$ cat config.mk
export PLATFORM = sky130hd
export DESIGN_NAME = aneg_lp_watch
export DESIGN_NICKNAME = d
export VERILOG_FILES = /design/src/rtl/aneg_pkg.sv /design/src/rtl/aneg_verdict.sv /design/src/rtl/aneg_issue.sv /design/src/rtl/aneg_walk.sv /design/src/rtl/aneg_lp_watch.sv
export SDC_FILE = /design/constraint.sdc
export NUM_CORES = 1
export LEC_CHECK = 0
export BUFFER_PORTS_ARGS = -buffer_cell sky130_fd_sc_hd__clkbuf_2
export CORE_ASPECT_RATIO = 0.7
export CORE_MARGIN = 2
export CORE_UTILIZATION = 49
export DETAILED_ROUTE_END_ITERATION = 6
export HOLD_SLACK_MARGIN = 0.15
export PLACE_DENSITY = 0.87
export SYNTH_ARGS = -nofsm -noshare
export SYNTH_HDL_FRONTEND = slang
export SYNTH_HIERARCHICAL = 1
export SYNTH_SLANG_ARGS = --single-unit
$ cat constraint.sdc
create_clock -name clk -period 1.6 [get_ports clk]
set_input_delay 0.24 -clock clk [delete_from_list [all_inputs] [get_ports clk]]
set_output_delay 0.24 -clock clk [all_outputs]
set_load 0.02 [all_outputs]
$ cat src/rtl/aneg_pkg.sv
package aneg_pkg;
  parameter int DATA_W = 16;
  parameter int ADDR_W = 5;
  parameter int BANK_W = 2;

  typedef enum logic [2:0] {
    S_IDLE = 3'd0,
    S_CTL  = 3'd1,
    S_STS  = 3'd2,
    S_LPI  = 3'd3,
    S_LPA  = 3'd4,
    S_EXP  = 3'd5,
    S_WR   = 3'd6
  } walk_t;

  localparam logic [ADDR_W-1:0] A_CTL = ADDR_W'(0);
  localparam logic [ADDR_W-1:0] A_STS = ADDR_W'(1);
  localparam logic [ADDR_W-1:0] A_LPA = ADDR_W'(5);
  localparam logic [ADDR_W-1:0] A_EXP = ADDR_W'(6);
  localparam logic [BANK_W-1:0] B_LPI = BANK_W'(1);
  localparam logic [ADDR_W-1:0] R_LPI = ADDR_W'(12);

  localparam logic [DATA_W-1:0] M_ANEN    = DATA_W'(1) << 12;
  localparam logic [DATA_W-1:0] M_ISO     = DATA_W'(1) << 10;
  localparam logic [DATA_W-1:0] M_RENEG   = DATA_W'(1) << 9;
  localparam logic [DATA_W-1:0] M_ACOMP   = DATA_W'(1) << 5;
  localparam logic [DATA_W-1:0] M_LPI_OK  = DATA_W'(1) << 12;
  localparam logic [DATA_W-1:0] M_LP_ACK  = DATA_W'(1) << 14;
  localparam logic [DATA_W-1:0] M_LP_CAP  = DATA_W'(1) << 0;
endpackage

$ cat src/rtl/aneg_verdict.sv
module aneg_verdict
  import aneg_pkg::*;
(
  input  logic [DATA_W-1:0] lpi_w,
  input  logic [DATA_W-1:0] lpa_w,
  input  logic [DATA_W-1:0] exp_w,
  input  logic [DATA_W-1:0] ctl_w,
  output logic              corrupt,
  output logic [DATA_W-1:0] rewrite_w
);
  logic lpi_bad;
  logic ack_bad;

  always_comb begin
    lpi_bad   = (lpi_w & M_LPI_OK) == '0;
    ack_bad   = ((exp_w & M_LP_CAP) != '0) && ((lpa_w & M_LP_ACK) == '0);
    corrupt   = lpi_bad | ack_bad;
    rewrite_w = (ctl_w & ~M_ISO) | M_ANEN | M_RENEG;
  end
endmodule

$ cat src/rtl/aneg_issue.sv
module aneg_issue
  import aneg_pkg::*;
(
  input  walk_t             state,
  input  logic [DATA_W-1:0] rewrite_w,
  output logic              mg_req,
  output logic              mg_wr,
  output logic [ADDR_W-1:0] mg_addr,
  output logic [DATA_W-1:0] mg_wdata,
  output logic              bk_req,
  output logic [BANK_W-1:0] bk_bank,
  output logic [ADDR_W-1:0] bk_reg
);
  always_comb begin
    mg_req   = 1'b0;
    mg_wr    = 1'b0;
    mg_addr  = A_CTL;
    mg_wdata = '0;
    bk_req   = 1'b0;
    bk_bank  = B_LPI;
    bk_reg   = R_LPI;
    unique case (state)
      S_CTL: begin mg_req = 1'b1; mg_addr = A_CTL; end
      S_STS: begin mg_req = 1'b1; mg_addr = A_STS; end
      S_LPI: begin bk_req = 1'b1; end
      S_LPA: begin mg_req = 1'b1; mg_addr = A_LPA; end
      S_EXP: begin mg_req = 1'b1; mg_addr = A_EXP; end
      S_WR: begin
        mg_req   = 1'b1;
        mg_wr    = 1'b1;
        mg_addr  = A_CTL;
        mg_wdata = rewrite_w;
      end
      default: ;
    endcase
  end
endmodule

$ cat src/rtl/aneg_walk.sv
module aneg_walk
  import aneg_pkg::*;
(
  input  logic              clk,
  input  logic              rst_n,
  input  logic              tick,
  input  logic              mg_ack,
  input  logic [DATA_W-1:0] mg_rdata,
  input  logic              bk_ack,
  input  logic [DATA_W-1:0] bk_rdata,
  input  logic              corrupt,
  output walk_t             state,
  output logic [DATA_W-1:0] ctl_q,
  output logic [DATA_W-1:0] lpi_q,
  output logic [DATA_W-1:0] lpa_q,
  output logic              pass,
  output logic              restart
);
  walk_t state_d;
  logic  pass_d, restart_d;
  logic  ctl_en, lpi_en, lpa_en;

  always_comb begin
    state_d   = state;
    pass_d    = 1'b0;
    restart_d = 1'b0;
    ctl_en    = 1'b0;
    lpi_en    = 1'b0;
    lpa_en    = 1'b0;
    unique case (state)
      S_IDLE: if (tick) state_d = S_CTL;
      S_CTL: if (mg_ack) begin
        ctl_en = 1'b1;
        if ((mg_rdata & M_ANEN) != '0) state_d = S_STS;
        else begin state_d = S_IDLE; pass_d = 1'b1; end
      end
      S_STS: if (mg_ack) begin
        if ((mg_rdata & M_ACOMP) != '0) state_d = S_LPI;
        else begin state_d = S_IDLE; pass_d = 1'b1; end
      end
      S_LPI: if (bk_ack) begin
        lpi_en  = 1'b1;
        state_d = S_LPA;
      end
      S_LPA: if (mg_ack) begin
        lpa_en  = 1'b1;
        state_d = S_EXP;
      end
      S_EXP: if (mg_ack) begin
        if (corrupt) state_d = S_WR;
        else begin state_d = S_IDLE; pass_d = 1'b1; end
      end
      S_WR: if (mg_ack) begin
        state_d   = S_IDLE;
        restart_d = 1'b1;
      end
      default: state_d = S_IDLE;
    endcase
  end

  always_ff @(posedge clk or negedge rst_n) begin
    if (!rst_n) begin
      state   <= S_IDLE;
      pass    <= 1'b0;
      restart <= 1'b0;
    end else begin
      state   <= state_d;
      pass    <= pass_d;
      restart <= restart_d;
    end
  end

  always_ff @(posedge clk or negedge rst_n) begin
    if (!rst_n) begin
      ctl_q <= '0;
      lpi_q <= '0;
      lpa_q <= '0;
    end else begin
      if (ctl_en) ctl_q <= mg_rdata;
      if (lpi_en) lpi_q <= bk_rdata;
      if (lpa_en) lpa_q <= mg_rdata;
    end
  end
endmodule

$ cat src/rtl/aneg_lp_watch.sv
module aneg_lp_watch
  import aneg_pkg::*;
(
  input  logic              clk,
  input  logic              rst_n,
  input  logic              tick_i,
  output logic              mg_req_o,
  output logic              mg_wr_o,
  output logic [ADDR_W-1:0] mg_addr_o,
  output logic [DATA_W-1:0] mg_wdata_o,
  input  logic              mg_ack_i,
  input  logic [DATA_W-1:0] mg_rdata_i,
  output logic              bk_req_o,
  output logic [BANK_W-1:0] bk_bank_o,
  output logic [ADDR_W-1:0] bk_reg_o,
  input  logic              bk_ack_i,
  input  logic [DATA_W-1:0] bk_rdata_i,
  output logic              pass_o,
  output logic              restart_o
);
  walk_t             state;
  logic [DATA_W-1:0] ctl_q, lpi_q, lpa_q, rewrite_w;
  logic              corrupt;

  aneg_walk u_walk (
    .clk      (clk),
    .rst_n    (rst_n),
    .tick     (tick_i),
    .mg_ack   (mg_ack_i),
    .mg_rdata (mg_rdata_i),
    .bk_ack   (bk_ack_i),
    .bk_rdata (bk_rdata_i),
    .corrupt  (corrupt),
    .state    (state),
    .ctl_q    (ctl_q),
    .lpi_q    (lpi_q),
    .lpa_q    (lpa_q),
    .pass     (pass_o),
    .restart  (restart_o)
  );

  aneg_verdict u_verdict (
    .lpi_w     (lpi_q),
    .lpa_w     (lpa_q),
    .exp_w     (mg_rdata_i),
    .ctl_w     (ctl_q),
    .corrupt   (corrupt),
    .rewrite_w (rewrite_w)
  );

  aneg_issue u_issue (
    .state     (state),
    .rewrite_w (rewrite_w),
    .mg_req    (mg_req_o),
    .mg_wr     (mg_wr_o),
    .mg_addr   (mg_addr_o),
    .mg_wdata  (mg_wdata_o),
    .bk_req    (bk_req_o),
    .bk_bank   (bk_bank_o),
    .bk_reg    (bk_reg_o)
  );
endmodule

== After elaboration in Yosys (flattened, before gate mapping) ==
Cells that the tools add are included.
Operators by class
  muxes and demuxes: 29
  reductions and logical operators: 6
  equality and inequality tests: 13
  bitwise gates (word level): 1
Operators by type and width (count)
  $logic_not A16 Y1: 2
  $mux W3: 8
  $pmux W3 S7: 1
  $mux W16: 1
  $mux W1: 15
  $ne A2 B2 Y1 const B: 7
  $eq A3 B3 Y1 const B: 3
  $pmux W3 S3: 1
  $reduce_and A7 Y1: 1
  $eq A3 B2 Y1 const B: 2
  $reduce_or A5 Y1: 1
  $mux W2: 2
  $eq A3 B1 Y1 const B: 1
  $logic_not A3 Y1: 1
  $pmux W1 S3: 1
  $logic_and A1 B1 Y1: 1
  $or A1 B1 Y1: 1
Storage, ports and cells
  bits of input ports: 37
  word-level logic and storage cells: 55
  flip-flop bits (word level): 49

== Logic depth before layout (Yosys ltp) ==
  depth in word-level cells: 6
  depth in mapped cells: 6
  gate-level depth less buffers: 6

== Cells and area by module ==
The synthesis kept the hierarchy.
By module, submodules not included
  aneg_walk: area each 2209.6 um^2, times used 1, cells each 142, sequential area each 1326.3 um^2
  aneg_issue: area each 281.5 um^2, times used 1, cells each 38, sequential area each 0.0 um^2
  aneg_verdict: area each 140.1 um^2, times used 1, cells each 20, sequential area each 0.0 um^2

== Least setup slack after synthesis ==
OpenSTA, ideal clock, no wires.
  path kind: reg2reg
  start point: register u_walk.state[1]
  end point: register u_walk.lpa_q[10]
  library setup time: 0.127 ns
  cell stages (with the launch flop): 6
  required time: 1.473 ns
  buffers on the path: 3
  path slack: -0.028 ns
  arrival: 1.501 ns
  cells stage by stage: dfrtp_1 buf_2 nor4bb_1 buf_4 buf_6 mux2_1
On the way
  longest elaborated chain between the ends: 2
Ends and longest elaborated chain
  start: declaration: RTL line aneg_walk.sv:12  | output walk_t state,
  start signal: assignment: RTL line aneg_walk.sv:67  | state <= state_d;
  $eq A3 B3 Y1: RTL line aneg_walk.sv:30  | unique case (state)
  $mux W1: RTL line aneg_walk.sv:30
  end signal: assignment: RTL line aneg_walk.sv:81  | if (lpa_en) lpa_q <= mg_rdata;
  end: declaration: RTL line aneg_walk.sv:15  | output logic [DATA_W-1:0] lpa_q,
Every way passes these cells.
A chain may end at the register's enable or synchronous reset.

== Final worst setup path ==
  start point: register u_walk.state[2]
  end point: register u_walk.ctl_q[8]
On the way
  longest elaborated chain between the ends: 2
Ends and longest elaborated chain
  $eq A3 B1 Y1: RTL line aneg_walk.sv:30
  $mux W1: RTL line aneg_walk.sv:30
  end signal: assignment: RTL line aneg_walk.sv:79  | if (ctl_en) ctl_q <= mg_rdata;
  end: declaration: RTL line aneg_walk.sv:13  | output logic [DATA_W-1:0] ctl_q,
Every way passes these cells.

==> flow_summary.toml <==
[flow_run]
timing.max_cap.violations = 0

[final_layout]
postLayoutCoreUtil_pct = 65.83
drive_gt1_share_pct = 62.05
layout.filler_cells = 214
syn_to_final_growth_pct = 28.76
multi_input_area_sq_um = 734.5
antenna_cells = 0
layoutNonFillerInstCount = 202
sequential_cell_area_sq_um = 504.2
number_of_nets_at_the_end_of_the_flow = 204

[routing]
drt_via_density = 5.099
m1WireLength_um = 1350
routed-via-count = 1030
wl_met3_um = 165
drtPass1Iterations = 4
finalWirelength_um = 3246
drt_drc_violations_left = 0
top_layer_used = "met4"
antenna_left = 0
detailedRoute.firstIterationViolations = 44
routed_wire_length_per_instance_um = 16.07
routed-wl-met2_um = 1684

[sta]
least_margin_pin_slew_ns = 0.5105
setup_viols_final = 1
max_freq_mhz = 624.6
finalMaxSlewViolations = 0
finalWorstSetupSlack_ns = -0.0009572
final.setup_skew_ns = 0.008112
rsz0062_at_grt = "yes"
finalHoldViolations = 0
worst_relative_slew_slack_pct = 65.97
min_period_ns = 1.601
period_share_pct = 100.1

[worst_hold_path]
worstHoldEndpoint = "u_walk/ctl_q[15]$_DFFE_PN0P_"
min-delay-path-class = "input pin to register"
whs_path_depth = 2
hold_path_startpoint = "mg_rdata_i[15]"

[critical_path]
crit_path_buffers_inverters = 2
crit_required_ns = 1.74
worst_r2r_endpoint = "u_walk/ctl_q[8]$_DFFE_PN0P_"
worst_ep_arrival_time_ns = 1.75
critPathSlowestCell = "dfrtp_2"
reg2reg_depth = 5
cp_cell_sequence = "buf_6 -> nand2b_4 -> nor3b_4 -> buf_12 -> mux2_4"
critPathKind = "register to register"
cpLargestDelayFamily = "flip-flops"
path_max_fanout = 13
setup.worst_path.end_class = "register"
r2r_slack_ns = -0.001
crit_path_max_incr_delay_ns = 0.45
worstSetupStartpointType = "register"
r2r_start = "u_walk/state[2]$_DFFE_PN0P_"

[clocking]
cts-root-to-sink-buffers = 2
cts.htree.levels = 1
cts_tree = "done"
root_buffer = "clkbuf_8"
numCtsBuffers = 3
cts.reportedPaths.clkPinSlew_ns = 0.08
clkSinkCount = 20
insertion_delay_ns = 0.26

[power]
p_per_area_nw_per_um2 = 1636
max-vdd-ir-drop_mv = 0.5939
cellLeakagePower_nw = 0.9129

[floorplanning]
die_y_um = 49.08
dieArea_sq_um = 3357
row_count = 16
initial_core_util_pct = 51.12
top_level_ports = 70
die_x_um = 68.40
placeableCoreArea_sq_um = 2783

[placement]
global_placer_s_final_weighted_congestion = 0.8133
portBuffers = 42
dp_cells = 193
hpwl_um = 1984

[global_route]
antenna_found_initial = 0
grt-ovfl-total = 0
grt.total_usage_pct = 18.62
grt_max_degree = 21
global_route_wire_length_before_repair_um = 4636
vias_in_the_first_global_route = 1009

[run_status]
violated_checks = "negative setup slack"
outcome = "finished with violations"

[logic_synthesis]
postSynthCellCount = 134
syn-mean-instance-area_sq_um = 10.62
netlist_area_sq_um = 1423
synth_warnings = 6
## what timing repair did
action,CTS,global route
hold buffers,1,0
setup endpoints to repair,15,27
gates resized for setup,24,51
buffers inserted,3,0
pin swaps,3,13
gates cloned,1,1
endpoints found under the hold margin,20,0
## metal layers
metal | vias up | GRT usage [%]
met1 | 496 | 21.91
met3 | 6 | 3.695
met5 | - | 0
li1 | 473 | -
met2 | 55 | 33.01
met4 | 0 | 6.333
## power by group
group / switching [mW] / internal (mW) / total [mW] / leakage [nW]
logic: 0.713 / 0.857 / 1.57 / 0.638
registers: 0.170 / 0.747 / 0.917 / 0.239
clock network: 0.175 / 0.334 / 0.509 / 0.0357
total: 1.06 / 1.94 / 3.00 / 0.913
## layout make-up
cell class	count	area share, %
clock buffer	3	2.254
clock inverter	1	1.639
inverter	3	0.6148
multi-input combinational	85	40.10
sequential	20	27.53
tap	36	2.459
timing repair buffer	54	25.41
## per-stage QoR
step	TNS (ns)	setup slack [ns]	hold WS (ns)	total power, mW	area [sq um]
floorplan	0	0.04144	-0.05559	2.089	1453
global placement	0	0.1829	0.2211	2.078	1518
detailed placement	0	0.08436	0.2343	2.170	1518
CTS	-0.04923	-0.02499	0.2057	2.765	1705
global route	-0.8503	-0.06715	0.2001	3.151	1832
finish	-0.0009572	-0.0009572	0.2037	2.996	1832
## worst max-delay path by stage
| stage | startpoint | to | slack [ns] | depth (start not counted) |
|---|---|---|---|---|
| after CTS | u_walk/state[0]$_DFFE_PN0P_ | mg_req_o | -0.02 | 5 |
| after detailed placement | u_walk/state[1]$_DFFE_PN0P_ | u_walk/state[1]$_DFFE_PN0P_ | 0.08 | 6 |
| after global placement | u_walk/state[1]$_DFFE_PN0P_ | u_walk/lpa_q[14]$_DFFE_PN0P_ | 0.18 | 3 |
| final | u_walk/state[2]$_DFFE_PN0P_ | u_walk/ctl_q[8]$_DFFE_PN0P_ | -0.001 | 5 |
| after floorplan | u_walk/state[0]$_DFFE_PN0P_ | u_walk/ctl_q[11]$_DFFE_PN0P_ | 0.04 | 5 |
| after global routing | u_walk/state[0]$_DFFE_PN0P_ | mg_wdata_o[13] | -0.07 | 3 |
## state kept, by name (all words and copies together) (netlist names)
| register | count |
|---|---|
| u_walk/lpa_q | 1 |
| u_walk/lpi_q | 1 |
| u_walk/restart | 1 |
| u_walk/state | 3 |
| u_walk/ctl_q | 13 |
| u_walk/pass | 1 |
## cell usage in the layout (no fill, tap or decap), types with 2 or more instances in the layout
master and instances:
buf_6 10, inv_1 3, nand2_1 3, clkbuf_8 7, o22ai_1 2, buf_8 6
and2_4 15, buf_4 7, and2_2 2, a31oi_1 2, dfrtp_1 17, mux2_4 14
o21ai_1 2, nor2_1 4, a21oi_1 6, dfrtp_2 3, clkbuf_2 25, and3b_2 2
conb_1 12
## worst register-to-register path: cells and delay by family (launching register included)
kind                   cells  cell delay, ns
and+or+nand+nor            2            0.39
DFF                        1            0.45
buffers and inverters      2            0.33
muxes                      1            0.31
Power figures use the tool's default switching activity.
